$ cat src/rtl/pwrmode_pkg.sv
package pwrmode_pkg;

  typedef enum logic [1:0] {
    ST_OFF    = 2'd0,
    ST_ACTIVE = 2'd1,
    ST_SLEEP  = 2'd2
  } pwrState_e;

  localparam int IRQ_N      = 7;
  localparam int IRQ_BTN    = 0;
  localparam int IRQ_HOLD   = 1;
  localparam int IRQ_ALARM  = 2;
  localparam int IRQ_PERIOD = 3;
  localparam int IRQ_SUPPLY = 4;
  localparam int IRQ_GPIO   = 5;
  localparam int IRQ_LP     = 6;

  // Strobes from control to datapath
  typedef struct packed {
    logic startPulse;
    logic cancelPulse;
    logic latchSeq;
    logic inOff;
    logic lpArm;
  } ctrlStrobe_t;

  // Conditions from datapath to control
  typedef struct packed {
    logic wakeReq;
    logic pulseBusy;
    logic pulseLast;
    logic lpHit;
    logic pending;
    logic sleepLevel;
    logic devOffSet;
  } dpInfo_t;

  function automatic logic [1:0] seqMap(input logic [1:0] pins);
    case (pins)
      2'b10:   seqMap = 2'd1;
      2'b01:   seqMap = 2'd2;
      default: seqMap = 2'd0;
    endcase
  endfunction

endpackage

$ cat src/rtl/pwr_mode_dp.sv
module pwr_mode_dp
  import pwrmode_pkg::*;
#(
  parameter int PULSE_LEN = 4,
  parameter int LP_DELAY  = 8
) (
  input  logic             clk,
  input  logic             rstN,
  input  logic             pwrBtnN,
  input  logic             pwrHold,
  input  logic             sleepPin,
  input  logic             sleepPolInv,
  input  logic             rtcAlarmEv,
  input  logic             rtcPeriodEv,
  input  logic             rtcWakeEn,
  input  logic             supplyHiEv,
  input  logic             supplyChgOk,
  input  logic             supplyWakeEn,
  input  logic             gpioSyncEv,
  input  logic             devOffWr,
  input  logic             lpDisable,
  input  logic [IRQ_N-1:0] intMask,
  input  logic [IRQ_N-1:0] intClr,
  input  logic [1:0]       bootPins,
  input  ctrlStrobe_t      strobe,
  output dpInfo_t          info,
  output logic [IRQ_N-1:0] statusQ,
  output logic             devOffQ,
  output logic [1:0]       seqIdQ,
  output logic             pwrOnPulse,
  output logic             intN
);

  localparam int PW = $clog2(PULSE_LEN + 1);
  localparam int LW = $clog2(LP_DELAY + 1);

  logic          btnPrev, holdPrev;
  logic          btnFall, holdRise, lpHit, pending;
  logic [IRQ_N-1:0] setVec, wakeAllow;
  logic [PW-1:0] pulseCnt;
  logic [LW-1:0] lpCnt;

  // Edge detection on the two pin-level sources
  always_ff @(posedge clk or negedge rstN) begin
    if (!rstN) begin
      btnPrev  <= 1'b1;
      holdPrev <= 1'b0;
    end else begin
      btnPrev  <= pwrBtnN;
      holdPrev <= pwrHold;
    end
  end

  assign btnFall  = btnPrev & ~pwrBtnN;
  assign holdRise = ~holdPrev & pwrHold;

  // Long-press counter: consecutive low samples while running
  always_ff @(posedge clk or negedge rstN) begin
    if (!rstN)                      lpCnt <= '0;
    else if (!strobe.lpArm || pwrBtnN) lpCnt <= '0;
    else if (lpCnt != LW'(LP_DELAY)) lpCnt <= lpCnt + 1'b1;
  end

  assign lpHit = strobe.lpArm && !pwrBtnN && !lpDisable
                 && (lpCnt == LW'(LP_DELAY - 1));

  always_comb begin
    setVec             = '0;
    setVec[IRQ_BTN]    = btnFall;
    setVec[IRQ_HOLD]   = holdRise;
    setVec[IRQ_ALARM]  = rtcAlarmEv;
    setVec[IRQ_PERIOD] = rtcPeriodEv;
    setVec[IRQ_SUPPLY] = supplyHiEv & supplyChgOk;
    setVec[IRQ_GPIO]   = gpioSyncEv;
    setVec[IRQ_LP]     = lpHit;

    wakeAllow             = '0;
    wakeAllow[IRQ_BTN]    = 1'b1;
    wakeAllow[IRQ_HOLD]   = 1'b1;
    wakeAllow[IRQ_ALARM]  = rtcWakeEn;
    wakeAllow[IRQ_PERIOD] = rtcWakeEn;
    wakeAllow[IRQ_SUPPLY] = supplyWakeEn;
  end

  // Sticky status with write-one-to-clear; a set wins
  always_ff @(posedge clk or negedge rstN) begin
    if (!rstN) statusQ <= '0;
    else       statusQ <= (statusQ & ~intClr) | setVec;
  end

  assign pending = |(statusQ & ~intMask);
  assign intN    = ~pending;

  // Power-on enable pulse counter
  always_ff @(posedge clk or negedge rstN) begin
    if (!rstN)                   pulseCnt <= '0;
    else if (strobe.cancelPulse) pulseCnt <= '0;
    else if (strobe.startPulse)  pulseCnt <= PW'(PULSE_LEN);
    else if (pulseCnt != '0)     pulseCnt <= pulseCnt - 1'b1;
  end

  assign pwrOnPulse = (pulseCnt != '0);

  // Device-off control bit, self-clearing in OFF
  always_ff @(posedge clk or negedge rstN) begin
    if (!rstN)             devOffQ <= 1'b0;
    else if (strobe.inOff) devOffQ <= 1'b0;
    else if (devOffWr)     devOffQ <= 1'b1;
  end

  always_ff @(posedge clk or negedge rstN) begin
    if (!rstN)                seqIdQ <= 2'd0;
    else if (strobe.latchSeq) seqIdQ <= seqMap(bootPins);
  end

  always_comb begin
    info.wakeReq    = |(setVec & ~statusQ & wakeAllow);
    info.pulseBusy  = pwrOnPulse;
    info.pulseLast  = (pulseCnt == PW'(1));
    info.lpHit      = lpHit;
    info.pending    = pending;
    info.sleepLevel = sleepPolInv ? sleepPin : ~sleepPin;
    info.devOffSet  = devOffQ;
  end


  status_clear_chk: assert property (@(posedge clk) disable iff (!rstN)
    (($past(statusQ) & ~statusQ & ~$past(intClr)) == '0));


  seq_hold_chk: assert property (@(posedge clk) disable iff (!rstN)
    !$stable(seqIdQ) |-> $past(strobe.latchSeq));

endmodule

$ cat src/rtl/pwr_mode_fsm.sv
module pwr_mode_fsm
  import pwrmode_pkg::*;
(
  input  logic        clk,
  input  logic        rstN,
  input  logic        thermShdn,
  input  logic        sleepEnBit,
  input  dpInfo_t     info,
  output ctrlStrobe_t strobe,
  output pwrState_e   stateQ
);

  pwrState_e stateNxt;
  logic      offReq;

  assign offReq = thermShdn | info.lpHit | info.devOffSet;

  always_comb begin
    stateNxt = stateQ;
    strobe   = '0;
    strobe.inOff = (stateQ == ST_OFF);
    strobe.lpArm = (stateQ != ST_OFF);
    case (stateQ)
      ST_OFF: begin
        if (thermShdn) begin
          strobe.cancelPulse = 1'b1;
        end else if (info.pulseBusy) begin
          if (info.pulseLast) begin
            stateNxt        = ST_ACTIVE;
            strobe.latchSeq = 1'b1;
          end
        end else if (info.wakeReq) begin
          strobe.startPulse = 1'b1;
        end
      end
      ST_ACTIVE: begin
        if (offReq) stateNxt = ST_OFF;
        else if (info.sleepLevel && sleepEnBit && !info.pending) stateNxt = ST_SLEEP;
      end
      ST_SLEEP: begin
        if (offReq) stateNxt = ST_OFF;
        else if (!info.sleepLevel || info.pending) stateNxt = ST_ACTIVE;
      end
      default: stateNxt = ST_OFF;
    endcase
  end

  always_ff @(posedge clk or negedge rstN) begin
    if (!rstN) stateQ <= ST_OFF;
    else       stateQ <= stateNxt;
  end


  pulse_before_on_chk: assert property (@(posedge clk) disable iff (!rstN)
    (stateQ == ST_ACTIVE && $past(stateQ) == ST_OFF) |-> $past(info.pulseLast));


  therm_off_chk: assert property (@(posedge clk) disable iff (!rstN)
    thermShdn |=> (stateQ == ST_OFF));


  sleep_entry_chk: assert property (@(posedge clk) disable iff (!rstN)
    (stateQ == ST_SLEEP && $past(stateQ) != ST_SLEEP) |->
      ($past(stateQ) == ST_ACTIVE && $past(sleepEnBit)
       && $past(info.sleepLevel) && !$past(info.pending)));

endmodule

$ cat src/rtl/pwr_mode_ctrl.sv
module pwr_mode_ctrl
  import pwrmode_pkg::*;
#(
  parameter int PULSE_LEN = 4,
  parameter int LP_DELAY  = 8
) (
  input  logic       clk,
  input  logic       rstN,
  input  logic       pwrBtnN,
  input  logic       pwrHold,
  input  logic       sleepPin,
  input  logic       sleepPolInv,
  input  logic       sleepEnBit,
  input  logic       rtcAlarmEv,
  input  logic       rtcPeriodEv,
  input  logic       rtcWakeEn,
  input  logic       supplyHiEv,
  input  logic       supplyChgOk,
  input  logic       supplyWakeEn,
  input  logic       gpioSyncEv,
  input  logic       thermShdn,
  input  logic       devOffWr,
  input  logic       lpDisable,
  input  logic [6:0] intMask,
  input  logic [6:0] intClr,
  input  logic [1:0] bootPins,
  output logic [1:0] stateCode,
  output logic       pwrOnPulse,
  output logic [1:0] seqId,
  output logic [6:0] statusBits,
  output logic       intN,
  output logic       devOffBit
);

  ctrlStrobe_t strobe;
  dpInfo_t     info;
  pwrState_e   stateQ;

  pwr_mode_dp #(.PULSE_LEN(PULSE_LEN), .LP_DELAY(LP_DELAY)) dpInst (
    .clk(clk), .rstN(rstN), .pwrBtnN(pwrBtnN), .pwrHold(pwrHold),
    .sleepPin(sleepPin), .sleepPolInv(sleepPolInv),
    .rtcAlarmEv(rtcAlarmEv), .rtcPeriodEv(rtcPeriodEv), .rtcWakeEn(rtcWakeEn),
    .supplyHiEv(supplyHiEv), .supplyChgOk(supplyChgOk), .supplyWakeEn(supplyWakeEn),
    .gpioSyncEv(gpioSyncEv), .devOffWr(devOffWr), .lpDisable(lpDisable),
    .intMask(intMask), .intClr(intClr), .bootPins(bootPins),
    .strobe(strobe), .info(info), .statusQ(statusBits), .devOffQ(devOffBit),
    .seqIdQ(seqId), .pwrOnPulse(pwrOnPulse), .intN(intN)
  );

  pwr_mode_fsm fsmInst (
    .clk(clk), .rstN(rstN), .thermShdn(thermShdn), .sleepEnBit(sleepEnBit),
    .info(info), .strobe(strobe), .stateQ(stateQ)
  );

  assign stateCode = stateQ;

endmodule

$ cat config.mk
export PLATFORM = sky130hd
export DESIGN_NAME = pwr_mode_ctrl
export DESIGN_NICKNAME = d
export VERILOG_FILES = /design/src/rtl/pwrmode_pkg.sv /design/src/rtl/pwr_mode_dp.sv /design/src/rtl/pwr_mode_fsm.sv /design/src/rtl/pwr_mode_ctrl.sv
export SDC_FILE = /design/constraint.sdc
export NUM_CORES = 1
export LEC_CHECK = 0
export BUFFER_PORTS_ARGS = -buffer_cell sky130_fd_sc_hd__buf_2
export CAP_MARGIN = 30
export CORE_MARGIN = 4
export CORE_UTILIZATION = 50
export DETAILED_ROUTE_END_ITERATION = 8
export HOLD_SLACK_MARGIN = 0.08
export PLACE_DENSITY = 0.83
export SYNTH_ARGS = -nofsm -noshare
export SYNTH_HDL_FRONTEND = slang
export SYNTH_SLANG_ARGS = --single-unit
$ cat constraint.sdc
create_clock -name clk -period 2.4 [get_ports clk]
set_input_delay 0.12 -clock clk [delete_from_list [all_inputs] [get_ports clk]]
set_output_delay 0.12 -clock clk [all_outputs]
set_load 0.01 [all_outputs]
* After elaboration in Yosys (flattened, before gate mapping) *
Cells that the tools add are included.

word-level totals
  input bits = 33
  bits in registers = 21
  output and inout bits = 14
  memory bits (writable) = 0
  bits in latches = 0
  bits in read-only memories = 0
  memories kept = 0

cells by class
  equal/unequal tests = 12
  add/sub/neg operators = 2
  shift-type cells = 0
  reduce and logical (&&, ||, !) cells = 21
  magnitude comparators = 0
  bitwise logic cells = 17
  multipliers = 0
  mux-type cells = 25
  divide/modulo/power cells = 0

operator list
  operator               number
  $and A7 B7 Y7          3
  $not A7 Y7             3
  $mux W2                7
  $reduce_or A7 Y1       2
  $mux W3                4
  $mux W1                10
  $mux W4                2
  $and A7 B5 Y7          1
  $or A7 B7 Y7           1
  $ne A2 B2 Y1 const B   3
  $ne A3 B1 Y1 const B   2
  $pmux W2 S3            1
  $reduce_bool A2 Y1     3
  $reduce_bool A3 Y1     2
  $logic_and A1 B1 Y1    5
  $logic_not A1 Y1       5
  $reduce_and A5 Y1      1
  $add A4 B1 Y4 const B  1
  $eq A2 B1 Y1 const B   2
  $eq A2 B2 Y1 const B   2
  $eq A4 B3 Y1 const B   1
  $ne A4 B4 Y1 const B   1
  $not A1 Y1             4
  $pmux W2 S2            1
  6 further kinds        10

* Logic depth before layout (Yosys ltp) *
  depth in word-level cells = 13
  mapped depth = 6
  gate-level depth less buffers = 6

* By module *
From an unflattened synthesis, not the netlist that was laid out.

unflattened totals
  cells, all modules = 115
  area total of the unflattened synthesis = 1171.1 sq um

modules (own cells, without submodules)
  module        area an instance (sq um)  seq. area each (sq um)  cells an instance  instances
  pwr_mode_dp   1016.0                    476.7                   98                 1
  pwr_mode_fsm  155.1                     50.0                    17                 1

* Worst setup path after synthesis *
No wires, ideal clock.

  kind = register -> register
  start point = reg fsmInst.stateQ[1]
  end point = reg fsmInst.stateQ[0]
  required time = 2308 ps
  setup time = 92 ps
  data arrival time = 1306 ps
  path buffers = 0
  cell stages (with the launch flop) = 5
  slack = 1002 ps
  cells stage by stage = dfrtp_1 -> o21bai_4 -> nor4_1 -> or3_1 -> o31ai_2

on the way
  longest elaborated chain between the ends = 8

ends and longest elaborated chain
  item                                                                      RTL line            RTL
  start: declaration                                                        pwr_mode_fsm.sv:10  output pwrState_e stateQ
  start signal: assignment                                                  pwr_mode_fsm.sv:50  else stateQ <= stateNxt;
  $reduce_bool A2 Y1                                                        pwr_mode_fsm.sv:22  strobe.lpArm = (stateQ != ST_OFF);
  $logic_and A1 B1 Y1 (2 in series)                                         pwr_mode_dp.sv:64   assign lpHit = strobe.lpArm && !pwrBtnN && !lpDisable
  $logic_and A1 B1 Y1                                                       pwr_mode_dp.sv:65   && (lpCnt == LW'(LP_DELAY - 1));
  $or A1 B1 Y1 (2 in series)                                                pwr_mode_fsm.sv:16  assign offReq = thermShdn | info.lpHit | info.devOffSet;
  $ne A3 B1 Y1 (no source line), or another cell as far along               -
  $reduce_and A5 Y1 (no source line) / $pmux W2 S3 (equally long branches)  -

Several ways; a longest one is shown, not always the timed one.
A chain may end at the register's enable or synchronous reset.

* Worst setup path after layout *
  start point = reg dpInst.statusQ[2]
  end point = out intN

on the way
  longest elaborated chain between the ends = 3

ends and longest elaborated chain
  item                      RTL line             RTL
  start: declaration        pwr_mode_dp.sv:27    output logic [IRQ_N-1:0] statusQ,
  start signal: assignment  pwr_mode_dp.sv:88    else statusQ <= (statusQ & ~intClr) | setVec;
  $and A7 B7 Y7             pwr_mode_dp.sv:91    assign pending = |(statusQ & ~intMask);
  $reduce_or A7 Y1          pwr_mode_dp.sv:91
  $not A1 Y1                pwr_mode_dp.sv:92    assign intN = ~pending;
  end: declaration          pwr_mode_ctrl.sv:31  output logic intN,

Every way passes these cells.

==> flow_metrics.py <==
metrics = {
    "synthesis": {
        "syn_inst": 109,
        "ys_ff_latch": 21,
        "synth_warnings": 0,
        "synth_cell_types": 32,
        "seq_area_frac_synth_pct": 48.4,
        "synthesis.area_um2": 1090,
        "synth_nets": 147,
        "avgSynthCellArea_um2": 9.99,
    },
    "finish": {
        "layout_commonest_cell": "buf_2",
        "diodes": 0,
        "drive_gt1_share_pct": 31.8,
        "layout_common_cells": "buf_2 (46), dfrtp_1 (20), dlygate4sd3_1 (17), inv_1 (14)",
        "nNetsFinal": 215,
        "syn_to_final_growth_pct": 42.4,
        "post-route-util_pct": 76.7,
        "stdcell_area_um2": 1550,
    },
    "clock_tree": {
        "cts_buffer_depth": 2,
        "h-tree-depth": 1,
        "cts_resized": 0,
        "post-cts-setup-buffers": 0,
        "cts_tree": "done",
        "clk_pin_slew_worst_paths_ps": 120,
        "numCtsBuffers": 3,
        "cts.sinks": 21,
        "clk_latency_ps": 300,
        "cts-root-buf": "clkbuf_4",
    },
    "power_and_ir_drop": {
        "cellLeakagePower_nw": 0.793,
        "ir_worst_vdd_uv": 368,
        "pwr-share-seq_pct": 46.5,
        "powerDensity_nw_per_um2": 629,
        "power_uw": 974,
        "switching_share_pct": 34.2,
        "pwr-share-clk_pct": 17.7,
        "switchingPower_uw": 333,
        "internal_power_uw": 641,
        "p_comb_share_pct": 35.8,
    },
    "placed_design": {
        "port_buffers": 46,
        "dp_hpwl_um": 1980,
        "placedInstanceArea_um2": 1350,
        "gp_congestion": 0.793,
    },
    "floorplanning": {
        "dieArea_um2": 2990,
        "coreArea_um2": 2020,
        "start_util_pct": 53.8,
        "dieWidth_um": 54.7,
        "chipHeight_um": 54.7,
        "num_io_pins": 47,
        "rows": 16,
    },
    "worst_setup_path": {
        "worstPathCellList": "a222oi_1 -> and2_1 -> buf_2",
        "cp_slowest_cell": "a222oi_1",
        "crit_fanout": 4,
        "slowest_delay_ps": 490,
        "cp.depth": 3,
        "cp.required_ps": 2280,
        "critical_path_class": "flop to output port",
        "cp_num_buf_inv": 1,
        "arrival_ps": 1550,
        "end_kind": "output port",
        "worst_setup_path_start_kind": "flop",
        "cp_top_family": "compound AO/OA/AOI/OAI gates",
        "reg2reg_depth": 4,
    },
    "sta": {
        "relSlewSlack_pct": 67.4,
        "period_minus_slack_ps": 1670,
        "finalSetupTns_ps": 0,
        "setup_viol": 0,
        "fin_hold_ws_ps": 88.0,
        "slew_violations": 0,
        "max_freq_mhz": 600,
        "period_share_pct": 69.4,
        "finalHoldViolations": 0,
        "clock_skew_ps": 3.78,
        "tightest_slew_ps": 488,
        "rsz0062_at_grt": "false",
    },
    "worst_hold_path": {
        "hold_depth": 3,
        "min_path_type": "primary input to flop",
    },
    "routing": {
        "vias": 1006,
        "wl_per_cell_um": 13.3,
        "dr.first_iter.drc_count": 13,
        "vias_per_cell": 4.96,
        "drt_pass1_iterations": 4,
        "wirelength_um": 2700,
        "drcViolationCount": 0,
        "antenna_left": 0,
    },
    "global_routing": {
        "gr-total-overflow": 0,
        "grt_pass1_vias": 1015,
        "grt_pass1_wl_um": 4120,
        "grt_util_all_layers_pct": 19.4,
        "grt_max_degree": 22,
        "antenna_found_initial": 0,
    },
    "outcome": {
        "status": "finished clean",
    },
    "run": {
        "drv_cap": 0,
    },
}
==> kinds of logic after synthesis <==
logic type / count (synthesis) / share of synthesized area (%)
AND/OR/NAND/NOR: 40 / 19.2
AO/OA/AOI/OAI: 22 / 15.6
flip-flops: 21 / 48.4
buffers and inverters: 14 / 4.83
adder cells (fa/ha/maj): 5 / 5.75
XOR/XNOR: 4 / 3.22
multiplexers: 3 / 2.99
==> flip-flops by register name (all words and copies together) (netlist names) <==
| register | count |
|---|---|
| dpInst.btnPrev | 1 |
| dpInst.devOffQ | 1 |
| dpInst.holdPrev | 1 |
| dpInst.lpCnt | 4 |
| dpInst.pulseCnt | 3 |
| dpInst.seqIdQ | 2 |
| dpInst.statusQ | 7 |
| fsmInst.stateQ | 2 |
==> cells in the mapped netlist <==
| cell | count | share of area (%) |
|---|---|---|
| or3_1 | 1 | 0.58 |
| a31oi_1 | 1 | 0.58 |
| dfstp_2 | 1 | 2.4 |
| o31ai_2 | 1 | 1.1 |
| mux2i_1 | 1 | 0.92 |
| nor3_1 | 1 | 0.46 |
| nor3b_1 | 1 | 0.69 |
| nor2b_1 | 2 | 1.1 |
| and2_1 | 1 | 0.58 |
| o2111a_1 | 2 | 2.1 |
| ha_1 | 5 | 5.7 |
| inv_1 | 14 | 4.8 |
| nand3_1 | 3 | 1.4 |
| o21ai_0 | 8 | 3.7 |
| mux2_2 | 2 | 2.1 |
| o22a_1 | 1 | 0.80 |
| o21bai_4 | 1 | 1.7 |
| nand2b_1 | 9 | 5.2 |
| xnor2_1 | 3 | 2.4 |
| nor2_1 | 7 | 2.4 |
| a21o_1 | 4 | 2.8 |
| nand3b_1 | 2 | 1.4 |
| a21oi_1 | 1 | 0.46 |
| or2_2 | 1 | 0.58 |
| nor4_1 | 2 | 1.1 |
| dfrtp_1 | 20 | 46 |
| xor2_1 | 1 | 0.80 |
| a222oi_1 | 1 | 0.92 |
| o21a_1 | 1 | 0.69 |
| a211o_1 | 1 | 0.80 |
| nand2_1 | 9 | 3.1 |
| nand4_1 | 1 | 0.58 |
==> metrics by stage <==
step	std cells	setup slack [ps]
6_report	203	734
3_5_place_dp	182	913
5_1_grt	203	619
3_3_place_gp	182	978
4_1_cts	203	714
2_1_floorplan	109	1000
==> cell type report <==
type                       instances  area, µm²
sequential                        21        527
inverter                          14       52.6
clock buffer                       3       22.5
timing repair buffer              63        400
fill                             161        472
tap                               27       33.8
multi-input combinational         74        509
clock inverter                     1       5.00
==> worst min-delay path, cell delays in order <==
cell and delay (ps):
buf_2 100, inv_1 40, a21o_1 100
==> metal layers <==
layer / GRT usage (%) / part of all wire, % / up-vias
met2: 38.6 / 54 / 23
met5: 0 / 0 / -
li1: - / - / 507
met3: 3.00 / 5.1 / 2
met1: 20.0 / 41 / 474
met4: 6.22 / 0.59 / 0
==> path summary, 6_finish.rpt <==
check / from / to / slack (ps)
min: intClr[3] / dpInst.statusQ[3] / 90
min reg2reg: dpInst.seqIdQ[0] / dpInst.seqIdQ[0] / 490
max reg2reg: fsmInst.stateQ[1] / dpInst.pulseCnt[0] / 890
max in group asynchronous: rstN / dpInst.btnPrev / 1770
min in group asynchronous: rstN / dpInst.statusQ[5] / 290
max: dpInst.statusQ[2] / intN / 730
==> power by group through the flow <==
| stage | Clock [mW] | Sequential [mW] | Combinational [mW] |
|---|---|---|---|
| 2_1_floorplan | 0 | 0.469 | 0.191 |
| 3_3_place_gp | 0 | 0.456 | 0.311 |
| 3_5_place_dp | 0 | 0.460 | 0.325 |
| 4_1_cts | 0.177 | 0.453 | 0.351 |
| 5_1_grt | 0.191 | 0.460 | 0.386 |
| 6_report | 0.172 | 0.453 | 0.349 |
==> what timing repair did <==
item | in CTS | in global routing
hold endpoints to repair | 32 | 0
endpoints found under the setup margin | 0 | 0
hold buffers | 17 | 0
Note: power is estimated with default switching activity, not from simulation.
